File: config.mk
export PLATFORM = sky130hd
export DESIGN_NAME = irq_redirect_engine
export DESIGN_NICKNAME = d
export VERILOG_FILES = /design/src/rtl/irq_redir_pkg.sv /design/src/rtl/irq_redir_datapath.sv /design/src/rtl/irq_redir_control.sv /design/src/rtl/irq_redirect_engine.sv
export SDC_FILE = /design/constraint.sdc
export NUM_CORES = 1
export LEC_CHECK = 0
export ABC_CLOCK_PERIOD_IN_PS = 3500
export BUFFER_PORTS_ARGS = -buffer_cell sky130_fd_sc_hd__buf_2
export CAP_MARGIN = 20
export CELL_PAD_IN_SITES_DETAIL_PLACEMENT = 0
export CELL_PAD_IN_SITES_GLOBAL_PLACEMENT = 2
export CORE_AREA = 8 8 639 641
export CTS_BUF_LIST = sky130_fd_sc_hd__clkbuf_16
export DETAILED_ROUTE_END_ITERATION = 8
export DIE_AREA = 0 0 647 649
export GPL_ROUTABILITY_DRIVEN = 0
export PLACE_DENSITY_LB_ADDON = 0.1
export SLEW_MARGIN = 20
export SYNTH_ARGS = -nofsm -noshare
export SYNTH_HDL_FRONTEND = slang
export SYNTH_HIERARCHICAL = 1
export SYNTH_SLANG_ARGS = --single-unit
File: constraint.sdc
create_clock -name clk -period 3.5 [get_ports clk]
set_input_delay 0.7 -clock clk [delete_from_list [all_inputs] [get_ports clk]]
set_output_delay 0.7 -clock clk [all_outputs]
set_load 0.05 [all_outputs]
File: src/rtl/irq_redir_pkg.sv
package irq_redir_pkg;

  localparam int ENTRY_W      = 64;
  localparam int VEC_LSB      = 0;
  localparam int DMODE_LSB    = 8;
  localparam int DESTMODE_BIT = 11;
  localparam int TRIG_BIT     = 15;
  localparam int MASK_BIT     = 16;
  localparam int DEST_LSB     = 48;
  localparam logic [31:0] MSG_BASE = 32'hFEE0_0000;

  typedef struct packed {
    logic launch;   // load the output slot from the pin under the pointer
    logic advance;  // step the scan pointer
  } ctlStrobe_t;

  function automatic logic [7:0] vecOf(input logic [ENTRY_W-1:0] e);
    return e[VEC_LSB +: 8];
  endfunction

  function automatic logic trigOf(input logic [ENTRY_W-1:0] e);
    return e[TRIG_BIT];
  endfunction

  function automatic logic maskOf(input logic [ENTRY_W-1:0] e);
    return e[MASK_BIT];
  endfunction

  function automatic logic [31:0] msgAddrOf(input logic [ENTRY_W-1:0] e);
    logic [31:0] a;
    a = MSG_BASE;
    a[19:4] = e[DEST_LSB +: 16];
    a[2]    = e[DESTMODE_BIT];
    return a;
  endfunction

  function automatic logic [31:0] msgDataOf(input logic [ENTRY_W-1:0] e);
    logic [31:0] d;
    d = '0;
    d[7:0]  = e[VEC_LSB +: 8];
    d[10:8] = e[DMODE_LSB +: 3];
    d[15]   = e[TRIG_BIT];
    return d;
  endfunction

endpackage

File: src/rtl/irq_redir_datapath.sv
module irq_redir_datapath
  import irq_redir_pkg::*;
#(
  parameter int NUM_PINS    = 24,
  parameter int SYNC_STAGES = 2,
  parameter int PTR_W       = 5
) (
  input  logic                     clk,
  input  logic                     rstN,
  input  logic [NUM_PINS-1:0]      irqPins,
  input  logic [NUM_PINS*64-1:0]   rteFlat,
  input  logic                     eoiValid,
  input  logic [7:0]               eoiVector,
  input  logic                     msgReady,
  input  ctlStrobe_t               strobe,
  input  logic [PTR_W-1:0]         ptr,
  output logic [NUM_PINS-1:0]      eligible,
  output logic                     msgValid,
  output logic [31:0]              msgAddr,
  output logic [31:0]              msgData,
  output logic [NUM_PINS-1:0]      remoteIrr
);

  logic [NUM_PINS-1:0] syncQ [SYNC_STAGES];
  logic [NUM_PINS-1:0] pinPrevQ;
  logic [NUM_PINS-1:0] irrQ;
  logic [NUM_PINS-1:0] remoteIrrQ;
  logic [NUM_PINS-1:0] pinLevel;
  logic [NUM_PINS-1:0] pinRise;
  logic [NUM_PINS-1:0] trigLevel;
  logic [NUM_PINS-1:0] pinMask;
  logic [ENTRY_W-1:0]  selEntry;
  logic                msgValidQ;
  logic [31:0]         msgAddrQ;
  logic [31:0]         msgDataQ;

  // input synchroniser chain
  always_ff @(posedge clk) begin
    if (!rstN) syncQ[0] <= '0;
    else       syncQ[0] <= irqPins;
  end

  generate
    for (genvar k = 1; k < SYNC_STAGES; k++) begin : gSync
      always_ff @(posedge clk) begin
        if (!rstN) syncQ[k] <= '0;
        else       syncQ[k] <= syncQ[k-1];
      end
    end
  endgenerate

  assign pinLevel = syncQ[SYNC_STAGES-1];
  assign pinRise  = pinLevel & ~pinPrevQ;

  always_ff @(posedge clk) begin
    if (!rstN) pinPrevQ <= '0;
    else       pinPrevQ <= pinLevel;
  end

  generate
    for (genvar p = 0; p < NUM_PINS; p++) begin : gPin
      logic [ENTRY_W-1:0] ent;
      logic               hit;
      assign ent          = rteFlat[p*ENTRY_W +: ENTRY_W];
      assign trigLevel[p] = trigOf(ent);
      assign pinMask[p]   = maskOf(ent);
      assign hit          = strobe.launch && (ptr == PTR_W'(p));
      assign eligible[p]  = irrQ[p] && !pinMask[p] && (!trigLevel[p] || !remoteIrrQ[p]);

      always_ff @(posedge clk) begin
        if (!rstN) begin
          irrQ[p]       <= 1'b0;
          remoteIrrQ[p] <= 1'b0;
        end else begin
          if (trigLevel[p])                  irrQ[p] <= pinLevel[p];
          else if (pinRise[p] && !pinMask[p]) irrQ[p] <= 1'b1;
          else if (hit)                       irrQ[p] <= 1'b0;

          if (!trigLevel[p])                  remoteIrrQ[p] <= 1'b0;
          else if (eoiValid && remoteIrrQ[p] && vecOf(ent) == eoiVector)
                                              remoteIrrQ[p] <= 1'b0;
          else if (hit)                       remoteIrrQ[p] <= 1'b1;
        end
      end

      AST_EDGE_CLEARS_RIRR: assert property (@(posedge clk) disable iff (!rstN)
        !trigLevel[p] |=> !remoteIrrQ[p]);
      AST_EOI_CLEARS_RIRR: assert property (@(posedge clk) disable iff (!rstN)
        (eoiValid && trigLevel[p] && remoteIrrQ[p] && vecOf(ent) == eoiVector) |=> !remoteIrrQ[p]);
      AST_RIRR_WITH_MSG: assert property (@(posedge clk) disable iff (!rstN)
        $rose(remoteIrrQ[p]) |-> (msgValid && msgData[15]));
    end
  endgenerate

  assign selEntry = rteFlat[ptr*ENTRY_W +: ENTRY_W];

  // output slot
  always_ff @(posedge clk) begin
    if (!rstN) begin
      msgValidQ <= 1'b0;
      msgAddrQ  <= '0;
      msgDataQ  <= '0;
    end else if (strobe.launch) begin
      msgValidQ <= 1'b1;
      msgAddrQ  <= msgAddrOf(selEntry);
      msgDataQ  <= msgDataOf(selEntry);
    end else if (msgReady) begin
      msgValidQ <= 1'b0;
    end
  end

  assign msgValid  = msgValidQ;
  assign msgAddr   = msgAddrQ;
  assign msgData   = msgDataQ;
  assign remoteIrr = remoteIrrQ;

  AST_MSG_HELD: assert property (@(posedge clk) disable iff (!rstN)
    (msgValid && !msgReady) |=> (msgValid && $stable(msgAddr) && $stable(msgData)));

endmodule

File: src/rtl/irq_redir_control.sv
module irq_redir_control
  import irq_redir_pkg::*;
#(
  parameter int NUM_PINS = 24,
  parameter int PTR_W    = 5
) (
  input  logic                clk,
  input  logic                rstN,
  input  logic [NUM_PINS-1:0] eligible,
  input  logic                msgValid,
  input  logic                msgReady,
  output ctlStrobe_t          strobe,
  output logic [PTR_W-1:0]    ptr
);

  localparam logic [PTR_W-1:0] LAST_PIN = PTR_W'(NUM_PINS - 1);

  logic [PTR_W-1:0] ptrQ;
  logic             slotFree;

  assign slotFree       = !msgValid || msgReady;
  assign strobe.advance = slotFree;
  assign strobe.launch  = slotFree && eligible[ptrQ];
  assign ptr            = ptrQ;

  always_ff @(posedge clk) begin
    if (!rstN)               ptrQ <= '0;
    else if (strobe.advance) ptrQ <= (ptrQ == LAST_PIN) ? '0 : ptrQ + 1'b1;
  end

  AST_PTR_IN_RANGE: assert property (@(posedge clk) disable iff (!rstN)
    ptrQ <= LAST_PIN);
  AST_SCAN_STALL: assert property (@(posedge clk) disable iff (!rstN)
    (msgValid && !msgReady) |=> $stable(ptrQ));

endmodule

File: src/rtl/irq_redirect_engine.sv
module irq_redirect_engine
  import irq_redir_pkg::*;
#(
  parameter int NUM_PINS    = 24,
  parameter int SYNC_STAGES = 2
) (
  input  logic                   clk,
  input  logic                   rstN,
  input  logic [NUM_PINS-1:0]    irqPins,
  input  logic [NUM_PINS*64-1:0] rteFlat,
  input  logic                   eoiValid,
  input  logic [7:0]             eoiVector,
  output logic                   msgValid,
  input  logic                   msgReady,
  output logic [31:0]            msgAddr,
  output logic [31:0]            msgData,
  output logic [NUM_PINS-1:0]    remoteIrr
);

  localparam int PTR_W = (NUM_PINS > 1) ? $clog2(NUM_PINS) : 1;

  ctlStrobe_t          strobe;
  logic [PTR_W-1:0]    ptr;
  logic [NUM_PINS-1:0] eligible;

  irq_redir_control #(.NUM_PINS(NUM_PINS), .PTR_W(PTR_W)) uCtl (
    .clk(clk), .rstN(rstN), .eligible(eligible), .msgValid(msgValid),
    .msgReady(msgReady), .strobe(strobe), .ptr(ptr)
  );

  irq_redir_datapath #(.NUM_PINS(NUM_PINS), .SYNC_STAGES(SYNC_STAGES), .PTR_W(PTR_W)) uDp (
    .clk(clk), .rstN(rstN), .irqPins(irqPins), .rteFlat(rteFlat),
    .eoiValid(eoiValid), .eoiVector(eoiVector), .msgReady(msgReady),
    .strobe(strobe), .ptr(ptr), .eligible(eligible), .msgValid(msgValid),
    .msgAddr(msgAddr), .msgData(msgData), .remoteIrr(remoteIrr)
  );

  initial begin
    AST_NO_EMPTY_BANK: assert (NUM_PINS >= 1 && SYNC_STAGES >= 1);
  end

endmodule

==> flow_summary.toml <==
[sta]
fmax_ghz = 0.302
skew_ns = 0.0313
slew_violations = 0
hold_violations = 0
worst_slack_ns = 0.186
tightestPinTransition_ns = 1.01
fin_crit_ns = 3.31
fin_crit_sh = 0.947
max-slew-margin-rel = 0.320
finalSetupTns_ns = 0
finalSetupViolCount = 0

[floorplanning]
die-area_sq_um = 420000
initial_core_util = 0.0342
io_pins = 1661
fp.dieW_microns = 647
die_h_microns = 649
core-area_sq_um = 398000
core.rowCount = 232

[worst_setup_path]
r2r-start = "uDp/remoteIrr[13]"
rr_endpoint = "uDp/remoteIrr[19]"
endpoint = "uDp/remoteIrr[19]"
path_class = "reg -> reg"
endpoint_kind = "flop"
worstPathRequired_ns = 3.90
critPathLaunchType = "flop"
crit_start = "uDp/remoteIrr[13]"
arrival_ns = 3.72
r2r_slack_ns = 0.19
worstPathMaxFanout = 5
worst_r2r_path_depth = 12

[grt]
grt_max_degree = 76
grt_pass1_vias = 16800
globalRouteOverflowTotal = 0
antenna_found_initial = 226
grt_pass1_wl_mm = 222
grt_use_total = 0.0837

[cts]
ctsRootBufferMaster = "clkbuf_16"
ctsHoldBuffers = 0
h-tree-depth = 4
cts_buffers = 21
cts_tree = "yes"
clkSinkCount = 156
clkLatencyLatePin_ns = 0.57
clk_pin_slew_ns = 0.08
clock_path_buffers = 3

[drt]
wl_per_cell_microns = 23.9
ant_nets = 0
route.detailed.drc = 0
dr.pass1.iters = 5
drtIter0Drc = 656
via_per_inst = 2.08
vias = 15900
drt_wl_total_mm = 183

[power]
ir_worst_vdd_mv = 0.243
p_leak_nw = 8.83
powerDensity_nw_per_um2 = 295

[status]
status = "complete, no violations"

[finish]
syn2layout_area_growth_pct = 93.0
fin_area_sq_um = 26300
nets = 3881
drive_gt1_frac = 0.512
fillers = 46900
final_util = 0.0661

[synth]
ys_warn_count = 6
syn_area_sq_um = 13600
syn_avg_cell_area_sq_um = 9.72
synthCells = 1402

[placement]
port_buffers = 819
dp_hpwl_mm = 161
pre_cts_ws_ns = -0.688
dpl-instance-area_sq_um = 25300

[worst_hold_path]
hp-class = "in -> reg"
holdPathStages = 2

[flow_run]
max-cap-violations = 0
critical path, stage by stage, from the launching register on:
cell and delay (ns):
dfxtp_1 0.42, a211oi_1 0.10, buf_4 0.18, mux4_1 0.48, mux2_2 0.29, nand3_2 0.07
nand4_1 0.26, buf_4 0.25, and4bb_4 0.20, buf_12 0.14, and3_1 0.19, o211ai_1 0.45
a31oi_1 0.10
through the flow:
stage	hold WS (ns)	power (W)	cells
final	0.364	0.00776	7662
after global routing	0.295	0.00838	7587
after CTS	0.260	0.00830	7583
after detailed placement	0.424	0.00538	7541
after global placement	0.425	0.00541	7541
after floorplan	0.412	0.00357	1426
area by class of cell:
| cell class | count | area, sq um | area share |
|---|---|---|---|
| inverters | 35 | 133 | 0.00504 |
| diodes | 79 | 198 | 0.00752 |
| clock inverters | 11 | 138 | 0.00523 |
| multi-input cells | 1082 | 9660 | 0.368 |
| well taps | 5265 | 6590 | 0.251 |
| flip-flops and latches | 156 | 3140 | 0.119 |
| repair buffers | 1012 | 5890 | 0.224 |
| clock buffers | 22 | 551 | 0.0209 |
timing repair:
action,CTS,global route
pin swaps,0,1
setup buffers,9,0
endpoints found under the setup margin,24,25
resized for setup,3,9
layer usage:
layer / part of all wire / wire [microns] / up-vias / track usage
met1: 0.38 / 69500 / 7525 / 0.0908
met4: 0.018 / 3220 / 92 / 0.0118
met3: 0.085 / 15600 / 378 / 0.0330
li1: - / - / 7146 / -
met2: 0.51 / 93900 / 766 / 0.155
met5: 0.0032 / 593 / - / 0
state kept, by name, summed over array words and instances, names as in the netlist:
register       cells
uCtl/ptr           5
uDp/irrQ          24
uDp/msgAddr       18
uDp/msgData       12
uDp/msgValid       1
uDp/pinPrevQ      24
uDp/remoteIrr     24
uDp/syncQ         48
cells in the final DEF (no fill, tap or decap), types with 29 or more instances in the layout:
master / instances
a22oi_1: 86
buf_4: 167
nand2_1: 39
mux4_2: 116
mux2i_1: 118
nor2b_1: 30
a21oi_1: 62
nor2_1: 47
and2_1: 73
a41oi_1: 29
buf_2: 818
xor2_1: 74
inv_1: 34
dfxtp_1: 151
diode_2: 79
nand3_1: 41
xnor2_1: 108
how the worst min path moves through the flow:
stage                             to  slack, ns        startpoint
floorplan            uDp/syncQ[1][0]       0.41   uDp/syncQ[0][0]
global placement     uDp/syncQ[1][9]       0.42   uDp/syncQ[0][9]
detailed placement  uDp/syncQ[1][13]       0.42  uDp/syncQ[0][13]
CTS                 uDp/syncQ[0][14]       0.26       irqPins[14]
global route        uDp/syncQ[0][14]       0.30       irqPins[14]
finish              uDp/syncQ[0][17]       0.36       irqPins[17]
power by group:
part           internal [W]  switching, W
registers           0.00185     0.0000478
clock network       0.00137       0.00121
logic               0.00131       0.00197
(Power assumes the default switching activity.)
